## src/rtl/wstat_pkg.sv

```systemverilog
package wstat_pkg;
  typedef enum logic [2:0] {
    MODE_ARRAY,
    MODE_PROG,
    MODE_ERASE,
    MODE_SUSP_HIT,
    MODE_SETTLE
  } wstat_mode_e;

  localparam int unsigned POLL_BIT = 7;
  localparam int unsigned TOG_BIT  = 6;
  localparam int unsigned TOG2_BIT = 2;
endpackage

```

## src/rtl/wstat_region_match.sv

```systemverilog
module wstat_region_match #(
  parameter int unsigned AW  = 18,
  parameter int unsigned LSB = 11
) (
  input  logic [AW-1:0] addr_a,
  input  logic [AW-1:0] addr_b,
  output logic          hit
);
  localparam int unsigned RW = AW - LSB;

  logic [RW-1:0] reg_a;
  logic [RW-1:0] reg_b;

  always_comb begin
    reg_a = addr_a[AW-1:LSB];
    reg_b = addr_b[AW-1:LSB];
    hit   = (reg_a == reg_b);
  end
endmodule

```

## src/rtl/wstat_toggle.sv

```systemverilog
module wstat_toggle (
  input  logic clk,
  input  logic rst_n,
  input  logic strb,
  input  logic adv_pri,
  input  logic adv_sec,
  output logic q_pri,
  output logic q_sec
);
  logic en_pri;
  logic en_sec;
  logic q_pri_nx;
  logic q_sec_nx;

  always_comb begin
    en_pri   = strb && adv_pri;
    en_sec   = strb && adv_sec;
    q_pri_nx = ~q_pri;
    q_sec_nx = ~q_sec;
  end

  always_ff @(posedge clk or negedge rst_n) begin
    if (!rst_n) begin
      q_pri <= 1'b0;
    end else if (en_pri) begin
      q_pri <= q_pri_nx;
    end
  end

  always_ff @(posedge clk or negedge rst_n) begin
    if (!rst_n) begin
      q_sec <= 1'b0;
    end else if (en_sec) begin
      q_sec <= q_sec_nx;
    end
  end


  pri_flip_chk: assert property (@(posedge clk) disable iff (!rst_n)
    (strb && adv_pri) |=> (q_pri != $past(q_pri)));


  pri_hold_chk: assert property (@(posedge clk) disable iff (!rst_n)
    !(strb && adv_pri) |=> $stable(q_pri));


  sec_hold_chk: assert property (@(posedge clk) disable iff (!rst_n)
    !(strb && adv_sec) |=> $stable(q_sec));
endmodule

```

## src/rtl/wstat_settle.sv

```systemverilog
module wstat_settle #(
  parameter int unsigned SETTLE = 8
) (
  input  logic clk,
  input  logic rst_n,
  input  logic busy_prog,
  input  logic busy_erase,
  input  logic erase_susp,
  input  logic prog_d7,
  output logic settling,
  output logic done_d7
);
  localparam int unsigned CW = $clog2(SETTLE + 1);
  localparam logic [CW-1:0] LOAD = CW'(SETTLE);

  logic [CW-1:0] cnt_q, cnt_nx;
  logic          last_erase_q, last_erase_nx;
  logic          pd7_q, pd7_nx;
  logic          busy;

  always_comb begin
    busy          = busy_prog || busy_erase;
    last_erase_nx = last_erase_q;
    pd7_nx        = pd7_q;
    if (busy_prog) begin
      last_erase_nx = 1'b0;
      pd7_nx        = prog_d7;
    end else if (busy_erase) begin
      last_erase_nx = 1'b1;
    end
    if (busy) begin
      cnt_nx = LOAD;
    end else if (erase_susp && last_erase_q) begin
      cnt_nx = '0;
    end else if (cnt_q != '0) begin
      cnt_nx = cnt_q - 1'b1;
    end else begin
      cnt_nx = cnt_q;
    end
    settling = (cnt_q != '0) && !busy && !(erase_susp && last_erase_q);
    done_d7  = last_erase_q ? 1'b1 : pd7_q;
  end

  always_ff @(posedge clk or negedge rst_n) begin
    if (!rst_n) begin
      cnt_q        <= '0;
      last_erase_q <= 1'b0;
      pd7_q        <= 1'b0;
    end else begin
      cnt_q        <= cnt_nx;
      last_erase_q <= last_erase_nx;
      pd7_q        <= pd7_nx;
    end
  end


  settle_load_chk: assert property (@(posedge clk) disable iff (!rst_n)
    (busy_prog || busy_erase) |=> (cnt_q == LOAD));


  settle_step_chk: assert property (@(posedge clk) disable iff (!rst_n)
    (!(busy_prog || busy_erase) && !(erase_susp && last_erase_q) && cnt_q != '0)
      |=> (cnt_q == $past(cnt_q) - 1'b1));


  settle_susp_chk: assert property (@(posedge clk) disable iff (!rst_n)
    (!(busy_prog || busy_erase) && erase_susp && last_erase_q) |=> (cnt_q == '0));
endmodule

```

## src/rtl/flash_wstat_gen.sv

```systemverilog
module flash_wstat_gen
  import wstat_pkg::*;
#(
  parameter int unsigned DW         = 16,
  parameter int unsigned AW         = 18,
  parameter int unsigned REGION_LSB = 11,
  parameter int unsigned SETTLE     = 8
) (
  input  logic          clk,
  input  logic          rst_n,
  input  logic          busy_prog,
  input  logic          busy_erase,
  input  logic          erase_susp,
  input  logic [AW-1:0] susp_addr,
  input  logic [AW-1:0] rd_addr,
  input  logic          rd_strb,
  input  logic          prog_d7,
  input  logic [DW-1:0] arr_data,
  output logic [DW-1:0] rd_data,
  output logic          rdy_busy_n
);
  logic        hit;
  logic        susp_hit;
  logic        tog_pri, tog_sec;
  logic        adv_pri, adv_sec;
  logic        settling, done_d7;
  wstat_mode_e mode;

  wstat_region_match #(.AW(AW), .LSB(REGION_LSB)) u_match (
    .addr_a (rd_addr),
    .addr_b (susp_addr),
    .hit    (hit)
  );

  always_comb begin
    susp_hit = erase_susp && hit;
    adv_pri  = busy_prog || busy_erase;
    adv_sec  = (busy_erase && !busy_prog) || (susp_hit && !busy_prog);
  end

  wstat_toggle u_tog (
    .clk     (clk),
    .rst_n   (rst_n),
    .strb    (rd_strb),
    .adv_pri (adv_pri),
    .adv_sec (adv_sec),
    .q_pri   (tog_pri),
    .q_sec   (tog_sec)
  );

  wstat_settle #(.SETTLE(SETTLE)) u_settle (
    .clk        (clk),
    .rst_n      (rst_n),
    .busy_prog  (busy_prog),
    .busy_erase (busy_erase),
    .erase_susp (erase_susp),
    .prog_d7    (prog_d7),
    .settling   (settling),
    .done_d7    (done_d7)
  );

  always_comb begin
    if (busy_prog)       mode = MODE_PROG;
    else if (busy_erase) mode = MODE_ERASE;
    else if (susp_hit)   mode = MODE_SUSP_HIT;
    else if (settling)   mode = MODE_SETTLE;
    else                 mode = MODE_ARRAY;
  end

  always_comb begin
    rd_data    = arr_data;
    rdy_busy_n = !(busy_prog || busy_erase);
    case (mode)
      MODE_PROG: begin
        rd_data[POLL_BIT] = ~prog_d7;
        rd_data[TOG_BIT]  = tog_pri;
        rd_data[TOG2_BIT] = tog_sec;
      end
      MODE_ERASE: begin
        rd_data[POLL_BIT] = 1'b0;
        rd_data[TOG_BIT]  = tog_pri;
        rd_data[TOG2_BIT] = tog_sec;
      end
      MODE_SUSP_HIT: begin
        rd_data[POLL_BIT] = 1'b1;
        rd_data[TOG_BIT]  = 1'b1;
        rd_data[TOG2_BIT] = tog_sec;
      end
      MODE_SETTLE: begin
        rd_data[POLL_BIT] = done_d7;
        rd_data[TOG_BIT]  = tog_pri;
        rd_data[TOG2_BIT] = tog_sec;
      end
      default: ;
    endcase
  end


  prog_prio_chk: assert property (@(posedge clk) disable iff (!rst_n)
    (busy_prog && erase_susp) |-> (rd_data[POLL_BIT] == ~prog_d7 && !rdy_busy_n));


  susp_hit_chk: assert property (@(posedge clk) disable iff (!rst_n)
    (erase_susp && hit && !busy_prog && !busy_erase)
      |-> (rd_data[POLL_BIT] && rd_data[TOG_BIT] && rdy_busy_n));


  pass_bits_chk: assert property (@(posedge clk) disable iff (!rst_n)
    rd_data[DW-1:8] == arr_data[DW-1:8]);
endmodule

```

## config.mk

```make
export PLATFORM = sky130hd
export DESIGN_NAME = flash_wstat_gen
export DESIGN_NICKNAME = d
export VERILOG_FILES = /design/src/rtl/wstat_pkg.sv /design/src/rtl/wstat_region_match.sv /design/src/rtl/wstat_toggle.sv /design/src/rtl/wstat_settle.sv /design/src/rtl/flash_wstat_gen.sv
export SDC_FILE = /design/constraint.sdc
export NUM_CORES = 1
export LEC_CHECK = 0
export BUFFER_PORTS_ARGS = -buffer_cell sky130_fd_sc_hd__buf_2
export CAP_MARGIN = 25
export CELL_PAD_IN_SITES_DETAIL_PLACEMENT = 0
export CELL_PAD_IN_SITES_GLOBAL_PLACEMENT = 1
export CORE_UTILIZATION = 21
export CTS_CLUSTER_DIAMETER = 50
export DETAILED_ROUTE_END_ITERATION = 6
export PLACE_DENSITY_LB_ADDON = 0.1
export SLEW_MARGIN = 20
export SYNTH_ARGS = -nofsm -noshare
export SYNTH_HDL_FRONTEND = slang
export SYNTH_HIERARCHICAL = 1
export SYNTH_SLANG_ARGS = --single-unit
```

## constraint.sdc

```tcl
create_clock -name clk -period 2.4 [get_ports clk]
set_input_delay 0.12 -clock clk [delete_from_list [all_inputs] [get_ports clk]]
set_output_delay 0.12 -clock clk [all_outputs]
set_load 0.05 [all_outputs]
```

# [Word level (Yosys, flattened, before mapping)]
# Cells that the tools add are included.
[totals] ff_bits=8 input_bits=59
[classes] bitwise=3 muxes=12 n_reduce_logical=17 addsub=1 n_eq_ne=5
[ops] cell="$mux W3" n=4
[ops] cell="$mux W4" n=3
[ops] cell="$logic_and A1 B1 Y1" n=8
[ops] cell="$pmux W2 S4" n=1
[ops] cell="$eq A7 B7 Y1" n=1
[ops] cell="$eq A3 B2 Y1 const B" n=2
[ops] cell="$mux W1" n=4
[ops] cell="$reduce_bool A4 Y1" n=1
[ops] cell="$reduce_or A4 Y1" n=1
[ops] cell="$sub A4 B1 Y4 const B" n=1
[ops] cell="$eq A3 B1 Y1 const B" n=1
[ops] cell="$eq A3 B3 Y1 const B" n=1
[ops] cell="$logic_not A1 Y1" n=3
[ops] cell="$not A1 Y1" n=3
[ops] cell="$reduce_bool A3 Y1" n=1
[ops] cell="$logic_or A1 B1 Y1" n=2
[ops] cell="$reduce_bool A2 Y1" n=1

# [Longest topological paths before layout]
[depth] ltp_word=11 mapped_depth=8 ltp_nobuf=7

# [Modules after synthesis]
# Netlist, hierarchy kept.
[modules_own_cells] mod="wstat_settle" n_inst=1 area_each_um2=307.8 cells_per_inst=30
[modules_own_cells] mod="flash_wstat_gen" n_inst=1 area_each_um2=203.9 cells_per_inst=28
[modules_own_cells] mod="wstat_region_match" n_inst=1 area_each_um2=80.1 cells_per_inst=9
[modules_own_cells] mod="wstat_toggle" n_inst=1 area_each_um2=75.1 cells_per_inst=6

# [Worst setup path before layout]
# No wires, ideal clock.
[synth_timing] kind="reg-to-output" start="register u_settle.cnt_q[0]" end="output rd_data[6]" arrival_ns=2.189 path_buffers=1 stages_incl_launch_ff=8 slack_ns=0.091 t_required_ns=2.280 path_cell_list="dfrtp_1 -> inv_1 -> ha_1 -> or3b_1 -> buf_2 -> and3_4 -> a21oi_1 -> a2bb2oi_1"
[synth_between] elab_chain_len=9
[synth_lines] element="start: declaration" line="wstat_settle.sv:16" source="logic [CW-1:0] cnt_q, cnt_nx;"
[synth_lines] element="start signal: assignment" line="wstat_settle.sv:50" source="cnt_q <= cnt_nx;"
[synth_lines] element="$reduce_bool A4 Y1 (*)" line="wstat_settle.sv:40" source="settling = (cnt_q != '0) && !busy && !(erase_susp && last_erase_q);"
[synth_lines] element="$logic_and A1 B1 Y1 (*) (2 in a row)" line="wstat_settle.sv:40"
[synth_lines] element="named net settling" line="flash_wstat_gen.sv:26" source="logic settling, done_d7;"
[synth_lines] element="$mux W3 (*)" line="flash_wstat_gen.sv:66" source="else if (settling) mode = MODE_SETTLE;"
[synth_lines] element="$mux W3 (*)" line="flash_wstat_gen.sv:65" source="else if (susp_hit) mode = MODE_SUSP_HIT;"
[synth_lines] element="$mux W3 (*)" line="flash_wstat_gen.sv:64" source="else if (busy_erase) mode = MODE_ERASE;"
[synth_lines] element="$mux W3 (*)" line="flash_wstat_gen.sv:63" source="if (busy_prog) mode = MODE_PROG;"
[synth_lines] element="$eq A3 B3 Y1 (tied with other cells)" line="flash_wstat_gen.sv:73" source="case (mode)"
[synth_lines] element="$pmux W2 S4 (*)" line="flash_wstat_gen.sv:73"
[synth_lines] element="end: declaration" line="flash_wstat_gen.sv:19" source="output logic [DW-1:0] rd_data,"
# The timed path passes the listed nets; every way through them passes the cells marked *.

# [Final worst setup path]
[layout_timing] start="register u_settle.cnt_q[0]" end="output rd_data[2]"
[layout_between] elab_chain_len=10
[layout_lines] element="$reduce_bool A4 Y1 (*)" line="wstat_settle.sv:40"
[layout_lines] element="$logic_and A1 B1 Y1 (*) (2 in a row)" line="wstat_settle.sv:40"
[layout_lines] element="named net settling" line="flash_wstat_gen.sv:26"
[layout_lines] element="$mux W3 (*)" line="flash_wstat_gen.sv:66"
[layout_lines] element="$mux W3 (*)" line="flash_wstat_gen.sv:65"
[layout_lines] element="$mux W3 (*)" line="flash_wstat_gen.sv:64"
[layout_lines] element="$mux W3 (*)" line="flash_wstat_gen.sv:63"
[layout_lines] element="$eq A3 B3 Y1 (tied with other cells)" line="flash_wstat_gen.sv:73"
[layout_lines] element="$reduce_or A4 Y1 (no source line) (*)"
[layout_lines] element="$mux W1 (*)" line="flash_wstat_gen.sv:73"
# Marked as above.

==> run summary <==
Outcome
- result of the run: complete, no violations

Finish
- most common cell after layout, fill and taps aside: sky130_fd_sc_hd__buf_2
- area occupied by multi-input gates: 340 µm²
- area overhead of the layout relative to synthesis: 22.1%
- number of nets in the final layout: 156
- register area: 200 µm²
- post-layout utilization of the core: 0.269
- final non-filler cell total: 137
- number of antenna cells inserted: 0
- layout cell share with drive strength beyond 1: 0.452
- most frequent cells in the layout: 26 x sky130_fd_sc_hd__buf_2, 8 x sky130_fd_sc_hd__xnor2_1, 8 x sky130_fd_sc_hd__dfrtp_1
- number of fill cells in the layout: 344

Floorplanning
- die height: 58.4 µm
- number of placed I/O pins: 76
- Total Die Area: 0.00341 mm²
- number of core rows: 20
- Starting Density: 0.220
- Core Region: 0.00303 mm²
- die boundary width: 58.4 µm

STA
- worst max-slew margin expressed relative to the limit: 0.772
- slew at the pin closest to its max-slew limit: 0.339 ns
- endpoints failing hold: 0
- minimum period implied by the final worst setup slack: 2.28 ns
- Final Setup Violations: 0
- worst-case clock skew: 0.00215 ns
- final cycle utilization of the critical path: 0.949
- pins over their slew limit: 0
- Highest Clock Rate: 439 MHz
- Final Hold Slack: 0.0979 ns

Worst hold path
- type of the worst min-delay path: in -> reg

Critical path
- cell type group with the largest total delay on the critical path: simple AND/OR/NAND/NOR gates
- CP required: 2.28 ns
- largest fanout on the critical path: 5
- Crit Path Category: reg -> out
- CP peak stage delay: 0.40 ns
- master of the slowest instance on the critical path: sky130_fd_sc_hd__dfrtp_1
- Worst setup EP type: primary output
- list of cells traversed by the critical path: inv_1 > ha_1 > or3b_4 > and3_4 > nor3b_4 > mux2_4 > buf_4
- Buf/Inv on CP: 2
- Worst setup SP type: flip-flop
- arrival time at the worst endpoint: 2.16 ns

CTS
- CTS tree: done
- insertion delay to the later sink of the worst-skew pair: 0.25 ns
- H-Tree Level Count: 1
- maximum root-to-sink buffer count: 2
- Sink Count: 8
- clock-pin transition on the worst setup and hold timing paths: 0.05 ns
- library cell used as clock root buffer: sky130_fd_sc_hd__clkbuf_4
- number of buffers created by CTS: 3

Yosys
- Synth top area share: 0.300
- total nets after synthesis: 134
- synthesis warning total: 6
- biggest area contributors in the synthesized netlist: sky130_fd_sc_hd__dfrtp_1 30%, sky130_fd_sc_hd__buf_4 15%, sky130_fd_sc_hd__xnor2_1 11%
- total standard cell area after synthesis: 667 µm²
- post-synthesis area per instance: 9.14 µm²
- Seq/Total Area, Yosys: 0.300
- Cells after Synth: 73
- post-synth cell types: 28
- flops & latches, synth: 8
- cell taking the most area after synthesis: sky130_fd_sc_hd__dfrtp_1

Detailed routing
- post-detailed-route via-to-cell ratio: 3.78
- remaining antenna violation count: 0
- number of DRC violations after detailed-routing iteration 0: 6
- detailed-route DRC error count: 0
- number of search-and-repair iterations in the first detailed-routing pass: 4
- average routed wire per standard cell: 9.75 µm
- total via count in the routed design: 518
- Total Wirelength: 1.34 mm

Global route
- initial antenna violation count: 0
- leftover overflow at the end of global routing: 0
- first-pass GRT wire length: 2.19 mm
- largest net degree at the start of global routing: 9
- number of global-route vias before repair: 495
- overall global routing resource usage: 0.0855

Place
- GP Congestion: 0.638
- count of input and output buffers: 27
- number of instances in the placed design: 129
- half-perimeter wire length after placement: 1.10 mm

Job
- maximum capacitance violations: 0

Pwr
- power density over cell area: 611 mW/mm²
- reported leakage power: 0.000391 µW
- worst IR drop on VDD: 224 µV

==> final timing paths <==
| path | startpoint | endpoint | slack, ns | depth (start not counted) |
|---|---|---|---|---|
| setup reg to reg | u_settle/cnt_q[0]$_DFFE_PN0P_ | u_settle/cnt_q[1]$_DFFE_PN0P_ | 0.94 | 5 |
| max in group asynchronous | rst_n | u_settle/cnt_q[2]$_DFFE_PN0P_ | 1.99 | 2 |
| hold / removal | busy_prog | u_settle/last_erase_q$_DFFE_PN0N_ | 0.1 | 2 |
| setup / recovery | u_settle/cnt_q[0]$_DFFE_PN0P_ | rd_data[2] | 0.12 | 7 |
| min in group asynchronous | rst_n | u_settle/cnt_q[0]$_DFFE_PN0P_ | 0.23 | 2 |
| hold reg to reg | u_tog/q_sec$_DFFE_PN0P_ | u_tog/q_sec$_DFFE_PN0P_ | 0.47 | 1 |
==> repair_timing <==
action / 4_1_cts / 5_1_grt
hold endpoints to repair: 8 / 0
gates resized for setup: 1 / 3
hold buffers: 1 / 0
pin swaps: 0 / 1
setup buffers: 0 / 4
setup endpoints to repair: 1 / 1
==> Yosys cell counts, drive strengths merged <==
library cell   n
a211oi         1
or3b           1
xnor2          8
or2            2
a21oi          2
nand2          6
dfrtp          8
nor2b          1
inv            5
nor3           1
o22ai          1
a221oi         1
and3           1
ha             2
a2bb2oi        1
nor2           6
xor2           4
nor3b          1
nand4          1
mux2           2
nor4           1
buf           15
o21ai          1
and2           1
==> metal layers <==
layer | up-vias | track usage | routed length [µm]
met4 | 0 | 0.0136 | 0
met1 | 231 | 0.109 | 614
li1 | 265 | - | -
met2 | 22 | 0.130 | 602
met3 | 0 | 0.0462 | 119
met5 | - | 0 | 0
==> flip-flops by register name, summed over array words and instances (netlist names) <==
register / cells
u_settle/cnt_q: 4
u_settle/pd7_q: 1
u_tog/q_sec: 1
u_settle/last_erase_q: 1
u_tog/q_pri: 1
==> layout make-up <==
type                    instances  area share
clock buffers                   3      0.0276
well taps                      44      0.0676
inverters                       5      0.0230
flip-flops and latches          8       0.246
repair buffers                 32       0.218
multi-input cells              45       0.418
==> cell families (layout without fill, tap and decap cells) <==
group / Yosys count / count (layout) / synth area share
XOR/XNOR: 12 / 12 / 0.158
buffers and inverters: 20 / 40 / 0.199
adder cells (fa/ha/maj): 2 / 2 / 0.0375
AO/OA/AOI/OAI: 7 / 7 / 0.0694
multiplexers: 2 / 2 / 0.0338
flip-flops: 8 / 8 / 0.300
AND/OR/NAND/NOR: 22 / 22 / 0.203
==> stage by stage <==
stage / TNS (ns) / worst slack (ns) / instance area, µm² / power [µW]
floorplan: 0 / 0.0914 / 667 / 383
global placement: 0 / 0.241 / 743 / 378
detailed placement: 0 / 0.233 / 743 / 379
CTS: 0 / 0.00478 / 778 / 490
global route: -0.00121 / -0.00121 / 815 / 531
finish: 0 / 0.121 / 815 / 497
==> power by group <==
| part | leakage [µW] | switching, µW | total, µW | internal [µW] |
|---|---|---|---|---|
| Sequential | 0.0000975 | 18.2 | 180 | 161 |
| Combinational | 0.000280 | 118 | 216 | 98.0 |
| Clock | 0.0000138 | 44.3 | 101 | 57.1 |
Power figures use the tool's default switching activity.
